$ cat src/rtl/freq_rx_pkg.sv
package freq_rx_pkg;
  localparam int unsigned FRAME_LEN   = 24;
  localparam int unsigned WORD_LEN    = 22;
  localparam int unsigned SYNC_STAGES = 2;
endpackage

$ cat src/rtl/freq_rx_sync.sv
module freq_rx_sync #(
  parameter int unsigned WIDTH  = 1,
  parameter int unsigned STAGES = 2,
  parameter logic [WIDTH-1:0] RST_VAL = '0
) (
  input  logic             clk_i,
  input  logic             rst_ni,
  input  logic [WIDTH-1:0] d_i,
  output logic [WIDTH-1:0] q_o
);
  logic [STAGES-1:0][WIDTH-1:0] stg_q;

  always_ff @(posedge clk_i or negedge rst_ni) begin
    if (!rst_ni) stg_q <= {STAGES{RST_VAL}};
    else begin
      stg_q[0] <= d_i;
      for (int i = 1; i < STAGES; i++) stg_q[i] <= stg_q[i-1];
    end
  end

  assign q_o = stg_q[STAGES-1];
endmodule

$ cat src/rtl/freq_rx_shift.sv
module freq_rx_shift #(
  parameter int unsigned FRAME_LEN = 24,
  localparam int unsigned CNT_W = $clog2(FRAME_LEN + 2)
) (
  input  logic                 clk_i,
  input  logic                 rst_ni,
  input  logic                 clr_i,
  input  logic                 shift_en_i,
  input  logic                 bit_i,
  output logic [FRAME_LEN-1:0] frame_o,
  output logic [CNT_W-1:0]     cnt_o
);
  localparam logic [CNT_W-1:0] CNT_MAX = CNT_W'(FRAME_LEN + 1);

  logic [FRAME_LEN-1:0] shreg_q;
  logic [CNT_W-1:0]     cnt_q;

  always_ff @(posedge clk_i or negedge rst_ni) begin
    if (!rst_ni) begin
      shreg_q <= '0;
      cnt_q   <= '0;
    end else if (clr_i) begin
      shreg_q <= '0;
      cnt_q   <= '0;
    end else if (shift_en_i) begin
      shreg_q <= {shreg_q[FRAME_LEN-2:0], bit_i};
      // saturate so an overlong frame can never wrap back to a valid count
      if (cnt_q != CNT_MAX) cnt_q <= cnt_q + 1'b1;
    end
  end

  assign frame_o = shreg_q;
  assign cnt_o   = cnt_q;

  AST_CNT_CLEAR: assert property (@(posedge clk_i) disable iff (!rst_ni)
    clr_i |=> (cnt_q == '0));
  AST_CNT_BOUND: assert property (@(posedge clk_i) disable iff (!rst_ni)
    cnt_q <= CNT_MAX);
  AST_CNT_HOLD: assert property (@(posedge clk_i) disable iff (!rst_ni)
    (!clr_i && !shift_en_i) |=> $stable(cnt_q));
endmodule

$ cat src/rtl/freq_rx_commit.sv
module freq_rx_commit #(
  parameter int unsigned FRAME_LEN = 24,
  parameter int unsigned WORD_LEN  = 22,
  localparam int unsigned CNT_W = $clog2(FRAME_LEN + 2)
) (
  input  logic                 clk_i,
  input  logic                 rst_ni,
  input  logic                 end_i,
  input  logic [CNT_W-1:0]     cnt_i,
  input  logic [FRAME_LEN-1:0] frame_i,
  output logic [WORD_LEN-1:0]  word_o,
  output logic                 upd_o
);
  logic [WORD_LEN-1:0] word_q;
  logic                upd_q;
  logic                accept;

  assign accept = end_i && (cnt_i == CNT_W'(FRAME_LEN));

  always_ff @(posedge clk_i or negedge rst_ni) begin
    if (!rst_ni) begin
      word_q <= '0;
      upd_q  <= 1'b0;
    end else begin
      upd_q <= accept;
      if (accept) word_q <= frame_i[WORD_LEN-1:0];
    end
  end

  assign word_o = word_q;
  assign upd_o  = upd_q;

  AST_UPD_SINGLE: assert property (@(posedge clk_i) disable iff (!rst_ni)
    upd_q |=> !upd_q);
  AST_WORD_KEEP: assert property (@(posedge clk_i) disable iff (!rst_ni)
    !upd_q |-> $stable(word_q));
endmodule

$ cat src/rtl/freq_word_rx.sv
module freq_word_rx
  import freq_rx_pkg::*;
#(
  parameter int unsigned FRAME_BITS = FRAME_LEN,
  parameter int unsigned WORD_BITS  = WORD_LEN,
  parameter int unsigned SYNC_DEPTH = SYNC_STAGES,
  localparam int unsigned CNT_W = $clog2(FRAME_BITS + 2)
) (
  input  logic                 clk_i,
  input  logic                 rst_ni,
  input  logic                 spi_csn_i,
  input  logic                 spi_sclk_i,
  input  logic                 spi_sdi_i,
  output logic [WORD_BITS-1:0] freq_word_o,
  output logic                 freq_upd_o
);
  logic [2:0] pins_s;
  logic       csn_s, sclk_s, sdi_s;
  logic       csn_d, sclk_d;
  logic       sclk_rise, csn_rise;
  logic [FRAME_BITS-1:0] frame;
  logic [CNT_W-1:0]      cnt;

  freq_rx_sync #(
    .WIDTH  (3),
    .STAGES (SYNC_DEPTH),
    .RST_VAL(3'b100)
  ) u_sync (
    .clk_i (clk_i),
    .rst_ni(rst_ni),
    .d_i   ({spi_csn_i, spi_sclk_i, spi_sdi_i}),
    .q_o   (pins_s)
  );

  assign {csn_s, sclk_s, sdi_s} = pins_s;

  always_ff @(posedge clk_i or negedge rst_ni) begin
    if (!rst_ni) begin
      csn_d  <= 1'b1;
      sclk_d <= 1'b0;
    end else begin
      csn_d  <= csn_s;
      sclk_d <= sclk_s;
    end
  end

  assign sclk_rise = sclk_s && !sclk_d;
  assign csn_rise  = csn_s && !csn_d;

  freq_rx_shift #(.FRAME_LEN(FRAME_BITS)) u_shift (
    .clk_i     (clk_i),
    .rst_ni    (rst_ni),
    .clr_i     (csn_s),
    .shift_en_i(sclk_rise && !csn_s),
    .bit_i     (sdi_s),
    .frame_o   (frame),
    .cnt_o     (cnt)
  );

  freq_rx_commit #(.FRAME_LEN(FRAME_BITS), .WORD_LEN(WORD_BITS)) u_commit (
    .clk_i  (clk_i),
    .rst_ni (rst_ni),
    .end_i  (csn_rise),
    .cnt_i  (cnt),
    .frame_i(frame),
    .word_o (freq_word_o),
    .upd_o  (freq_upd_o)
  );

  AST_UPD_AT_CS_RISE: assert property (@(posedge clk_i) disable iff (!rst_ni)
    freq_upd_o |-> ($past(csn_s) && !$past(csn_d)));
  AST_UPD_FULL_COUNT: assert property (@(posedge clk_i) disable iff (!rst_ni)
    freq_upd_o |-> ($past(cnt) == CNT_W'(FRAME_BITS)));
  AST_UPD_WORD_SRC: assert property (@(posedge clk_i) disable iff (!rst_ni)
    freq_upd_o |-> (freq_word_o == $past(frame[WORD_BITS-1:0])));
endmodule

$ cat config.mk
export PLATFORM = sky130hd
export DESIGN_NAME = freq_word_rx
export DESIGN_NICKNAME = d
export VERILOG_FILES = /design/src/rtl/freq_rx_pkg.sv /design/src/rtl/freq_rx_sync.sv /design/src/rtl/freq_rx_shift.sv /design/src/rtl/freq_rx_commit.sv /design/src/rtl/freq_word_rx.sv
export SDC_FILE = /design/constraint.sdc
export NUM_CORES = 1
export LEC_CHECK = 0
export BUFFER_PORTS_ARGS = -buffer_cell sky130_fd_sc_hd__clkbuf_2
export CAP_MARGIN = 0
export CORE_MARGIN = 2
export CORE_UTILIZATION = 60
export DETAILED_ROUTE_END_ITERATION = 8
export GPL_ROUTABILITY_DRIVEN = 1
export PLACE_DENSITY = 0.81
export SLEW_MARGIN = 20
export SYNTH_ARGS = -nofsm -noshare
export SYNTH_HDL_FRONTEND = slang
export SYNTH_HIERARCHICAL = 1
export SYNTH_SLANG_ARGS = --single-unit
$ cat constraint.sdc
create_clock -name clk_i -period 3.45 [get_ports clk_i]
set_input_delay 0.5175 -clock clk_i [delete_from_list [all_inputs] [get_ports clk_i]]
set_output_delay 0.5175 -clock clk_i [all_outputs]
set_load 0.01 [all_outputs]
# Word level (Yosys, flattened, before mapping)
# Index checks and enable logic that the tools add are counted.
[totals]
regBits = 58
out_inout_bits = 23
wordCells = 26
[classes]
add_sub_neg = 1
n_eq_ne = 2
n_mux = 5
n_reduce_logical = 10
[op_table]
columns = ["operator", "n"]
rows = [
  ["$mux W22", 2],
  ["$mux W5", 3],
  ["$add A5 B1 Y5 const B", 1],
  ["$eq A5 B5 Y1 const B", 1],
  ["$ne A5 B5 Y1 const B", 1],
  ["$logic_and A1 B1 Y1", 4],
  ["$reduce_bool A2 Y1", 2],
  ["$logic_not A1 Y1", 3],
  ["$reduce_and A2 Y1", 1],
]

# Depth between registers and ports, before layout
# Gate-level depths: netlist (run 1).
[logic_depth]
depth_word = 5
mapped_depth = 7

# Hierarchy
# Netlist (run 1), hierarchy kept.
[by_module_without_submodules]
columns = ["mod", "n_inst", "cells_per_inst", "area_each_um2", "seq_area_each_um2"]
rows = [
  ["freq_rx_shift", 1, 104, 1239.9, 725.7],
  ["freq_rx_commit", 1, 49, 885.8, 575.6],
  ["freq_rx_sync", 1, 9, 175.2, 152.6],
  ["freq_word_rx", 1, 4, 72.6, 51.3],
]

# Least setup slack after synthesis (run 1)
# No wires, ideal clock.
[synth_timing]
path_kind = "register -> register"
start = "reg u_sync.stg_q, in the netlist u_sync/q_o[2]"
end = "reg u_commit.word_q[0] (netlist: u_commit/word_o[0])"
setup_time_ns = 0.125
arrival_ns = 1.601
t_required_ns = 3.325
slack_ns = 1.724
path_stages_with_launch = 7
path_cell_list = "dfstp_2 > buf_4 > and2b_2 > nand4b_4 > nor3_4 > buf_6 > mux2_2"
[synth_via]
elab_chain_cells = 2
[synth_lines]
columns = ["item", "line_no", "rtl"]
rows = [
  ["start, declared", "freq_rx_sync.sv:11", "logic [STAGES-1:0][WIDTH-1:0] stg_q;"],
  ["start signal, assigned", "freq_rx_sync.sv:14", "if (!rst_ni) stg_q <= {STAGES{RST_VAL}};"],
  ["$logic_and A1 B1 Y1", "freq_word_rx.sv:48", "assign csn_rise = csn_s && !csn_d;"],
  ["via csn_rise", "freq_word_rx.sv:20", "logic sclk_rise, csn_rise;"],
  ["$logic_and A1 B1 Y1", "freq_rx_commit.sv:18", "assign accept = end_i && (cnt_i == CNT_W'(FRAME_LEN));"],
  ["end signal, assigned", "freq_rx_commit.sv:26", "if (accept) word_q <= frame_i[WORD_LEN-1:0];"],
  ["end, declared", "freq_rx_commit.sv:14", "logic [WORD_LEN-1:0] word_q;"],
]
# The timed path passes the listed nets, and every way through them passes these cells.
# A chain may end at the register's enable or synchronous reset.

# Worst setup path after layout (run 1)
[layout_timing]
start = "reg u_sync.stg_q, in the netlist u_sync/q_o[2]"
end = "reg u_commit.word_q[14] (netlist: u_commit/word_o[14])"
# Same word-level chain as after synthesis.

==> results of run 1 <==
## cell type report
type / count / area [um^2]
Clock inverter: 4 / 20.02
Multi-Input combinational cell: 89 / 749.5
Sequential cell: 58 / 1455
Inverter: 1 / 3.754
Timing Repair Buffer: 30 / 160.2
Clock buffer: 11 / 131.4
Fill cell: 250 / 1081
Tap cell: 48 / 60.06
## per-layer routing
metal	GRT usage, %	vias to the layer above
met3	5.963	11
met2	31.19	29
met1	27.04	660
met5	0	-
li1	-	606
met4	15.36	0
## how the worst min path moves through the flow
stage,start,end,slack (ns)
final,rst_ni,u_sync/stg_q[1]$_DFF_PN0_,0.20
after global routing,rst_ni,u_sync/stg_q[1]$_DFF_PN0_,0.22
after CTS,spi_csn_i,u_sync/stg_q[2]$_DFF_PN1_,0.27
after detailed placement,u_sync/stg_q[0]$_DFF_PN0_,u_sync/q_o[0]$_DFF_PN0_,0.34
after global placement,u_sync/stg_q[0]$_DFF_PN0_,u_sync/q_o[0]$_DFF_PN0_,0.33
after floorplan,rst_ni,sclk_d$_DFF_PN0_,0.22
## stage by stage
stage / cell area [um^2] / total power, mW / std cells / hold slack, ns
6_report: 2580 / 1.214 / 241 / 0.1973
5_1_grt: 2580 / 1.267 / 241 / 0.2216
4_1_cts: 2577 / 1.230 / 241 / 0.2727
3_5_place_dp: 2426 / 0.7437 / 226 / 0.3365
3_3_place_gp: 2426 / 0.7413 / 226 / 0.3312
2_1_floorplan: 2296 / 0.7273 / 160 / 0.2219
## sequential cells by signal (all words and copies together) (netlist names)
| name | count |
|---|---|
| u_shift/cnt_o | 5 |
| u_commit/word_o | 22 |
| u_shift/frame_o | 22 |
| sclk_d | 1 |
| csn_d | 1 |
| u_sync/q_o | 3 |
| u_commit/upd_o | 1 |
| u_sync/stg_q | 3 |
## power by group through the flow
stage	registers [mW]	logic [mW]	clock network [mW]
5_1_grt	0.699	0.0373	0.530
3_5_place_dp	0.710	0.0333	0
6_report	0.698	0.0332	0.483
2_1_floorplan	0.704	0.0236	0
3_3_place_gp	0.710	0.0314	0
4_1_cts	0.698	0.0336	0.498
## worst max-delay path, delay by kind of cell, from the launching register on
kind          cells  cell delay (ns)
simple gates      3             0.99
buf+inv           1             0.31
mux               1             0.35
flops             1             0.90
==> metrics, run 1 <==
RSZ-0062 raised after global routing=no; Mapped Avg Cell Area=between 10 and 15 um^2; Pint=around 950 uW; gr usage total=approximately a fifth; Final WS setup=roughly 0.8 ns; cts hold-fix bufs=0; drt pass-1 iters=5; top sig layer=met4; pin count of the biggest net entering global routing=47; number of nets in the layout=196; # DRC=0; metal3 WL=around 140 um; overflow left after global routing=0; dpl ws=around 0.82 ns; Die ar.=roughly 0.0043 mm^2; Max-slew headroom=35.23%; layout cells sized above 1=between 30% and 40%; commonest non-fill, non-tap cell in the layout=dfrtp_1; Synth Cell Area=0.002296 mm^2; CTS root buf=clkbuf_8; clock buffer depth=2; max frequency=approximately 0.38 GHz; Hold Crit Class=in -> async; fin util=70.47%; status=finished, final reports clean; Synthesized Nets=around 170; period utilization=roughly 77%; Pwr per Cell Area=about 470 mW/mm^2; crit path launch type=flip-flop; Post-Route Setup TNS=0 ns; critical path's slowest cell=dfstp_2; # diodes=0; Reg power frac=57.5%; Die W=around 66 um; commonest non-fill, non-tap cells in the layout=55 x dfrtp_1, 26 x clkbuf_2, 25 x nor2_1, 22 x mux2i_1, 21 x mux2_2; H-tree depth=3; length of routed met2 wiring=about 1.8 mm; Data arrival, critical path=around 2.9 ns; Core Rows=22; area grow syn2layout=12.37%; TritonCTS clock tree=yes; Worst setup EP type=flip-flop; post-CTS setup buffers=0; Cell Chain, Critical Path=and2b_2 > nand4b_4 > nor3_4 > buf_4 > mux2_2; Sw Share=between 20% and 30%; clk slew on worst S/H paths=~0.060 ns; CP Max Fanout=31; Peak VDD IR=between 0.0003 and 0.0004 V; FF-to-FF path depth=5; DR iter-0 viols=just under 80; port bufs=27; P_sw=roughly 260 uW; # clock sinks=between 50 and 60; Critical Path Sink=u_commit/word_o[14]$_DFFE_PN0P_; combinational share of power=about 2.7%; Max-cap violations=0; Synth Instances=160; r2r startpoint=u_sync/q_o[2]$_DFF_PN1_; Slew Viols, Final=0; antenna-violating nets left=0; worst skew pair latency=about 0.32 ns; routed length on met1=between 1.5 and 2 mm; DR WL/cell=roughly 16 um; measured slew at the worst slew-check pin=0.9705 ns; CP Data Required Time=approximately 3.7 ns; via count=1306; worst reg2reg setup slack=between 0.7 and 0.8 ns; kind of critical path=reg -> reg; global-route wire length before repair=6.506 mm; clock network power share=about 40%; vias in the first global route=roughly 1400; placer congestion estimate=roughly 0.73; leakage power=roughly 1.3 nW; final setup fails=0; vias per cell=between 5 and 6; Post-Route WL=between 3 and 4 mm; CP startpoint=u_sync/q_o[2]$_DFF_PN1_; Die H=around 66 um; CP peak stage delay=~0.9 ns; CTS Buf Count=9; DP HPWL=2.402 mm; Final Skew=0.004568 ns; worst reg2reg endpoint=u_commit/word_o[14]$_DFFE_PN0P_; Initial Util=62.71%; final hold violation count=0; post-CTS sizing=0; minimum clock period=2.665 ns; area of the core=~0.0037 mm^2; I/O pin cnt=28; antenna violations before repair=0; yosys warns=6
Note: power is estimated with default switching activity, not from simulation.
==> run 2: changes to the inputs <==
ABC_AREA = 1   (was unset)
CORE_UTILIZATION = 52   (was 60)
PLACE_DENSITY = 0.74   (was 0.81)
clock period = 2.3 ns   (was 3.45 ns; I/O delays follow)
==> run 2 against run 1 <==
Hold slack worse by 0.11 ns. Total power up 67%. Die area up 22%. Global-route usage down 3.7 points. Sequential cell count unchanged. Wire length up 7.8%. Final area up 6.3%. Largest power group unchanged.
==> metrics, run 2 <==
Final Skew=0.007600 ns (was 0.004568 ns); Mapped Avg Cell Area=10.18 um^2 (was 14.35 um^2); Die ar.=0.005282 mm^2 (was 0.004338 mm^2); Slew Viols, Final=0 (unchanged); Post-Layout Cell Count=325 (was 241); Multi-input gate area=772.0 um^2 (was 749.5 um^2); period utilization=70.37% (was 77.23%); vias in the first global route=1616 (was 1361); minimum clock period=1.618 ns (was 2.665 ns); Global Route met2 Usage=27.37% (was 31.19%); I/O pin cnt=28 (unchanged); commonest non-fill, non-tap cell in the layout=nand2_1 (was dfrtp_1); kind of critical path=reg -> reg (unchanged); leakage power=1.417 nW (was 1.298 nW); # fillers=384 (was 250); yosys warns=6 (unchanged); worst hold slack=0.09153 ns (was 0.1973 ns); WHS Endpoint=u_sync/stg_q[2]$_DFF_PN1_; Data arrival, critical path=1.88 ns (was 2.87 ns); Synth Instances=241 (was 160); met1 Track Usage GR=21.80% (was 27.04%); final hold violation count=0 (unchanged); vias per cell=5.074 (was 5.419); Initial Util=55.18% (was 62.71%); measured slew at the worst slew-check pin=0.7030 ns (was 0.9705 ns); Hold Crit Start=spi_csn_i; cts hold-fix bufs=0 (unchanged); port bufs=27 (unchanged); overflow left after global routing=0 (unchanged); Max-slew headroom=53.14% (was 35.23%); CTS Buf Count=9 (unchanged); Post-Route Setup TNS=0 ns (unchanged); r2r startpoint=u_sync/q_o[2]$_DFF_PN1_ (unchanged); FF-to-FF path depth=6 (was 5); status=finished, final reports clean (unchanged); Synth Cell Area=0.002452 mm^2 (was 0.002296 mm^2); hold path depth=1; met3 usage=5.663% (was 5.963%); post-CTS setup buffers=0 (unchanged); CP Data Required Time=2.56 ns (was 3.65 ns); Post-Route WL=4.139 mm (was 3.838 mm); antenna violations before repair=0 (unchanged); DR WL/cell=12.74 um (was 15.93 um); Max-cap violations=0 (unchanged); gr usage total=17.59% (was 21.25%); via count=1649 (was 1306); H-tree depth=3 (unchanged); Synthesized Nets=248 (was 167); post-CTS sizing=0 (unchanged); worst reg2reg setup slack=0.68 ns (was 0.79 ns); dpl ws=0.7049 ns (was 0.8219 ns); CTS root buf=clkbuf_8 (unchanged); antenna-violating nets left=0 (unchanged); crit path launch type=flip-flop (unchanged); DP HPWL=2.622 mm (was 2.402 mm); worst reg2reg endpoint=u_commit/word_o[1]$_DFFE_PN0P_ (was u_commit/word_o[14]$_DFFE_PN0P_); Worst setup EP type=flip-flop (unchanged); placer congestion estimate=0.7754 (was 0.7318); # DRC=0 (unchanged); Hold Crit Class=in -> reg (was in -> async); max frequency=0.6179 GHz (was 0.3753 GHz); worst skew pair latency=0.33 ns (was 0.32 ns); Peak VDD IR=0.0004000 V (was 0.0003401 V); CP Max Fanout=22 (was 31); area grow syn2layout=11.84% (was 12.37%); final setup fails=0 (unchanged); RSZ-0062 raised after global routing=no (unchanged); Design Power=2.022 mW (was 1.214 mW); clk slew on worst S/H paths=0.06 ns (about the same); global-route wire length before repair=7.038 mm (was 6.506 mm); area of the core=0.004444 mm^2 (was 0.003661 mm^2); Die W=72.68 um (was 65.86 um); Core Rows=24 (was 22); layout cells sized above 1=27.47% (was 36.79%); register area=0.001455 mm^2 (unchanged); pin count of the biggest net entering global routing=59 (was 47); commonest non-fill, non-tap cells in the layout=72 x nand2_1, 55 x dfrtp_1, 34 x nand3_1, 27 x clkbuf_2, 19 x inv_1 (was 55 x dfrtp_1, 26 x clkbuf_2, 25 x nor2_1, 22 x mux2i_1, 21 x mux2_2); Pwr per Cell Area=737.2 mW/mm^2 (was 470.6 mW/mm^2); number of nets in the layout=275 (was 196); TritonCTS clock tree=yes (unchanged); Die H=72.68 um (was 65.86 um); drt pass-1 iters=4 (was 5); gr busiest metal=met2 (unchanged); # diodes=0 (unchanged); Final WS setup=0.6816 ns (was 0.7854 ns); DR iter-0 viols=110 (was 79); placed cells=309 (was 226); # clock sinks=58 (unchanged); clock buffer depth=2 (unchanged)
-- run 2: area by class of cell --
cell class	instances	share of cell area, %
Clock buffer	12	5.292
Clock inverter	4	1.870
Inverter	27	3.787
Multi-Input combinational cell	143	28.15
Sequential cell	58	53.06
Tap cell	52	2.372
Timing Repair Buffer	29	5.474
-- run 2: critical path, stage by stage, from the launching register on --
cell	delay, ns
dfstp_2	0.61
inv_2	0.06
nor2_1	0.09
nand2_1	0.12
nor2_4	0.42
nand3_1	0.15
nand2_1	0.10
-- run 2: how the worst max path moves through the flow --
stage / end / from / slack, ns
CTS: u_commit/word_o[1]$_DFFE_PN0P_ / u_sync/q_o[2]$_DFF_PN1_ / 0.68
finish: u_commit/word_o[1]$_DFFE_PN0P_ / u_sync/q_o[2]$_DFF_PN1_ / 0.68
floorplan: u_shift/frame_o[14]$_DFFE_PN0P_ / u_sync/q_o[2]$_DFF_PN1_ / 0.93
global placement: u_commit/word_o[19]$_DFFE_PN0P_ / u_sync/q_o[2]$_DFF_PN1_ / 0.75
global route: u_commit/word_o[15]$_DFFE_PN0P_ / u_sync/q_o[2]$_DFF_PN1_ / 0.50
detailed placement: u_commit/word_o[19]$_DFFE_PN0P_ / u_sync/q_o[2]$_DFF_PN1_ / 0.70
-- run 2: where the power goes --
group          internal, mW  total (mW)  switching [mW]
clock                 0.530       0.919           0.389
combinational        0.0121      0.0634          0.0513
sequential             1.03        1.04         0.00749
-- run 2: routing by layer --
| layer | share of wire (%) | up-vias |
|---|---|---|
| li1 | - | 820 |
| met1 | 47 | 776 |
| met2 | 46 | 45 |
| met3 | 5.3 | 8 |
| met4 | 1.3 | 0 |
| met5 | 0 | - |
-- run 2: stage by stage --
stage	util, %	area [um^2]
floorplan	-	2452
global placement	57.29	2546
detailed placement	57.29	2546
CTS	61.71	2743
global route	61.71	2743
finish	61.71	2743
==> run 3: changes to the inputs <==
CORE_UTILIZATION = 57   (was 52)
PLACE_DENSITY = 0.77   (was 0.74)
clock period = 1.6 ns   (was 2.3 ns; I/O delays follow)
==> run 3 against run 2 <==
First-iteration DRC count increased by 35%. Register-to-register slack got worse by 0.53 ns. Final area increased by 3.9%. Total power increased by 46%. Hold slack improved by 0.26 ns. Clock power increased by 46%. Global-route usage increased by 1.6 points. Setup slack got worse by 0.53 ns. Combinational power increased by 86%. Die area decreased by 8.3%. Critical path type unchanged. Critical endpoint is now u_commit/word_o[3]$_DFFE_PN0P_. Highest routed layer unchanged.
==> metrics, run 3 (synthesized netlist as in run 2, its figures left out) <==
met3 usage=8.140% (was 5.663%); CP Data Required Time=1.81 ns (was 2.56 ns); Pwr per Cell Area=1034 mW/mm^2 (was 737.2 mW/mm^2); clock buffer depth=2 (unchanged); Post-Route WL=4.257 mm (was 4.139 mm); Worst setup EP type=flip-flop (unchanged); area grow syn2layout=16.22% (was 11.84%); # DRC=0 (unchanged); leakage power=1.473 nW (was 1.417 nW); gr usage total=19.16% (was 17.59%); final hold violation count=0 (unchanged); # diodes=0 (unchanged); Cell Area, Placed=0.002611 mm^2 (was 0.002546 mm^2); Initial Util=60.44% (was 55.18%); placer congestion estimate=0.7977 (was 0.7754); area of the core=0.004058 mm^2 (was 0.004444 mm^2); Reg power frac=50.6% (was 51.4%); overflow left after global routing=0 (unchanged); Sw Share=21.28% (was 22.16%); antenna-violating nets left=0 (unchanged); worst skew pair latency=0.33 ns (about the same); max frequency=0.6898 GHz (was 0.6179 GHz); Post-Route Setup TNS=0 ns (unchanged); measured slew at the worst slew-check pin=0.3449 ns (was 0.7030 ns); met1 Track Usage GR=22.81% (was 21.80%); port bufs=27 (unchanged); crit path launch type=flip-flop (unchanged); Pint=2.319 mW (was 1.574 mW); Final WS setup=0.1503 ns (was 0.6816 ns); gr busiest metal=met2 (unchanged); combinational share of power=4.0% (was 3.1%); vias per cell=5.091 (was 5.074); Max-cap violations=0 (unchanged); final setup fails=0 (unchanged); RSZ-0062 raised after global routing=no (unchanged); Slew Viols, Final=0 (unchanged); Max-slew headroom=77.01% (was 53.14%); drt pass-1 iters=4 (unchanged); H-tree depth=3 (unchanged); Design Power=2.946 mW (was 2.022 mW); via count=1685 (was 1649); DR iter-0 viols=149 (was 110); Die ar.=0.004843 mm^2 (was 0.005282 mm^2); vias in the first global route=1619 (was 1616); DP HPWL=2.604 mm (was 2.622 mm); clk slew on worst S/H paths=0.06 ns (about the same); # fillers=298 (was 384); global-route wire length before repair=7.113 mm (was 7.038 mm); clock network power share=45.3% (was 45.5%); Global Route met2 Usage=29.81% (was 27.37%); layout cells sized above 1=28.11% (was 27.47%); DR WL/cell=12.86 um (was 12.74 um); TritonCTS clock tree=yes (unchanged); antenna violations before repair=0 (unchanged); CP Max Fanout=23 (was 22); minimum clock period=1.450 ns (was 1.618 ns); post-CTS sizing=0 (unchanged); CTS root buf=clkbuf_8 (unchanged); Peak VDD IR=0.0006287 V (was 0.0004000 V); period utilization=90.61% (was 70.37%); commonest non-fill, non-tap cells in the layout=72 x nand2_1, 55 x dfrtp_1, 34 x nand3_1, 27 x clkbuf_2, 19 x inv_1 (unchanged); pin count of the biggest net entering global routing=59 (unchanged); Core Rows=23 (was 24); I/O pin cnt=28 (unchanged); Data arrival, critical path=1.66 ns (was 1.88 ns); Final Skew=0.008960 ns (was 0.007600 ns); Die H=69.59 um (was 72.68 um); # clock sinks=58 (unchanged); status=finished, final reports clean (unchanged); Die W=69.59 um (was 72.68 um); CTS Buf Count=9 (unchanged); dpl ws=0.1869 ns (was 0.7049 ns); P_sw=626.9 uW (was 447.9 uW); number of nets in the layout=283 (was 275); cell area after layout=0.002850 mm^2 (was 0.002743 mm^2); commonest non-fill, non-tap cell in the layout=nand2_1 (unchanged); Hold Crit Class=reg -> reg (was in -> reg); kind of critical path=reg -> reg (unchanged)
run 3: changes by cell type in the layout (fill, tap and decap cells not counted), sizes merged:
cell / change
buf: +4
clkbuf: +1
clkinvlp: -1
dlygate4sd3: +4
run 3: final cells by class:
class,instances,area (um^2),area share [%]
well taps,50,62.56,2.195
flip-flops and latches,58,1455,51.05
multi-input cells,143,772.0,27.09
clock inverters,3,40.04,1.405
clock buffers,13,158.9,5.575
repair buffers,37,257.7,9.043
inverters,27,103.9,3.644
run 3: worst max-delay path: stages, from the launching register on:
cell     delay, ns
dfstp_2       0.54
inv_2         0.04
nor2_1        0.08
nand2_1       0.12
inv_2         0.09
nand3_4       0.24
nand2_1       0.16
nand2_1       0.06
run 3: path summary, 6_finish.rpt:
check / start / end / slack, ns / cells past startpoint
setup / recovery: u_sync/q_o[2]$_DFF_PN1_ / u_commit/word_o[3]$_DFFE_PN0P_ / 0.15 / 7
hold reg to reg: u_sync/stg_q[2]$_DFF_PN1_ / u_sync/q_o[2]$_DFF_PN1_ / 0.36 / 0
hold / removal: u_sync/stg_q[2]$_DFF_PN1_ / u_sync/q_o[2]$_DFF_PN1_ / 0.36 / 0
max in group asynchronous: rst_ni / u_sync/stg_q[2]$_DFF_PN1_ / 0.87 / 3
setup reg to reg: u_sync/q_o[2]$_DFF_PN1_ / u_commit/word_o[3]$_DFFE_PN0P_ / 0.15 / 7
min in group asynchronous: rst_ni / u_shift/cnt_o[2]$_DFFE_PN0P_ / 0.43 / 3
run 3: what timing repair did:
item | in CTS | in global routing
hold buffers | 4 | 0
endpoints found under the hold margin | 58 | 0
setup buffers | 0 | 0
setup endpoints to repair | 0 | 0
run 3: power by group through the flow:
stage | Combinational (mW) | Sequential [mW] | Clock (mW)
2_1_floorplan | 0.0656 | 1.52 | 0
3_3_place_gp | 0.111 | 1.52 | 0
3_5_place_dp | 0.112 | 1.52 | 0
4_1_cts | 0.120 | 1.49 | 1.36
5_1_grt | 0.132 | 1.49 | 1.43
6_report | 0.118 | 1.49 | 1.34
run 3: per-stage QoR:
stage | hold WS (ns) | util (%) | cells
detailed placement | 0.2662 | 64.35 | 311
global route | 0.3634 | 70.24 | 331
finish | 0.3565 | 70.24 | 331
floorplan | -0.05559 | - | 241
CTS | 0.3585 | 70.24 | 331
global placement | 0.2643 | 64.35 | 311
run 3: layer usage:
metal | part of all wire (%) | up-vias
met4 | 2.3 | 0
met1 | 47 | 802
met3 | 4.6 | 9
met2 | 46 | 36
met5 | 0 | -
li1 | - | 838
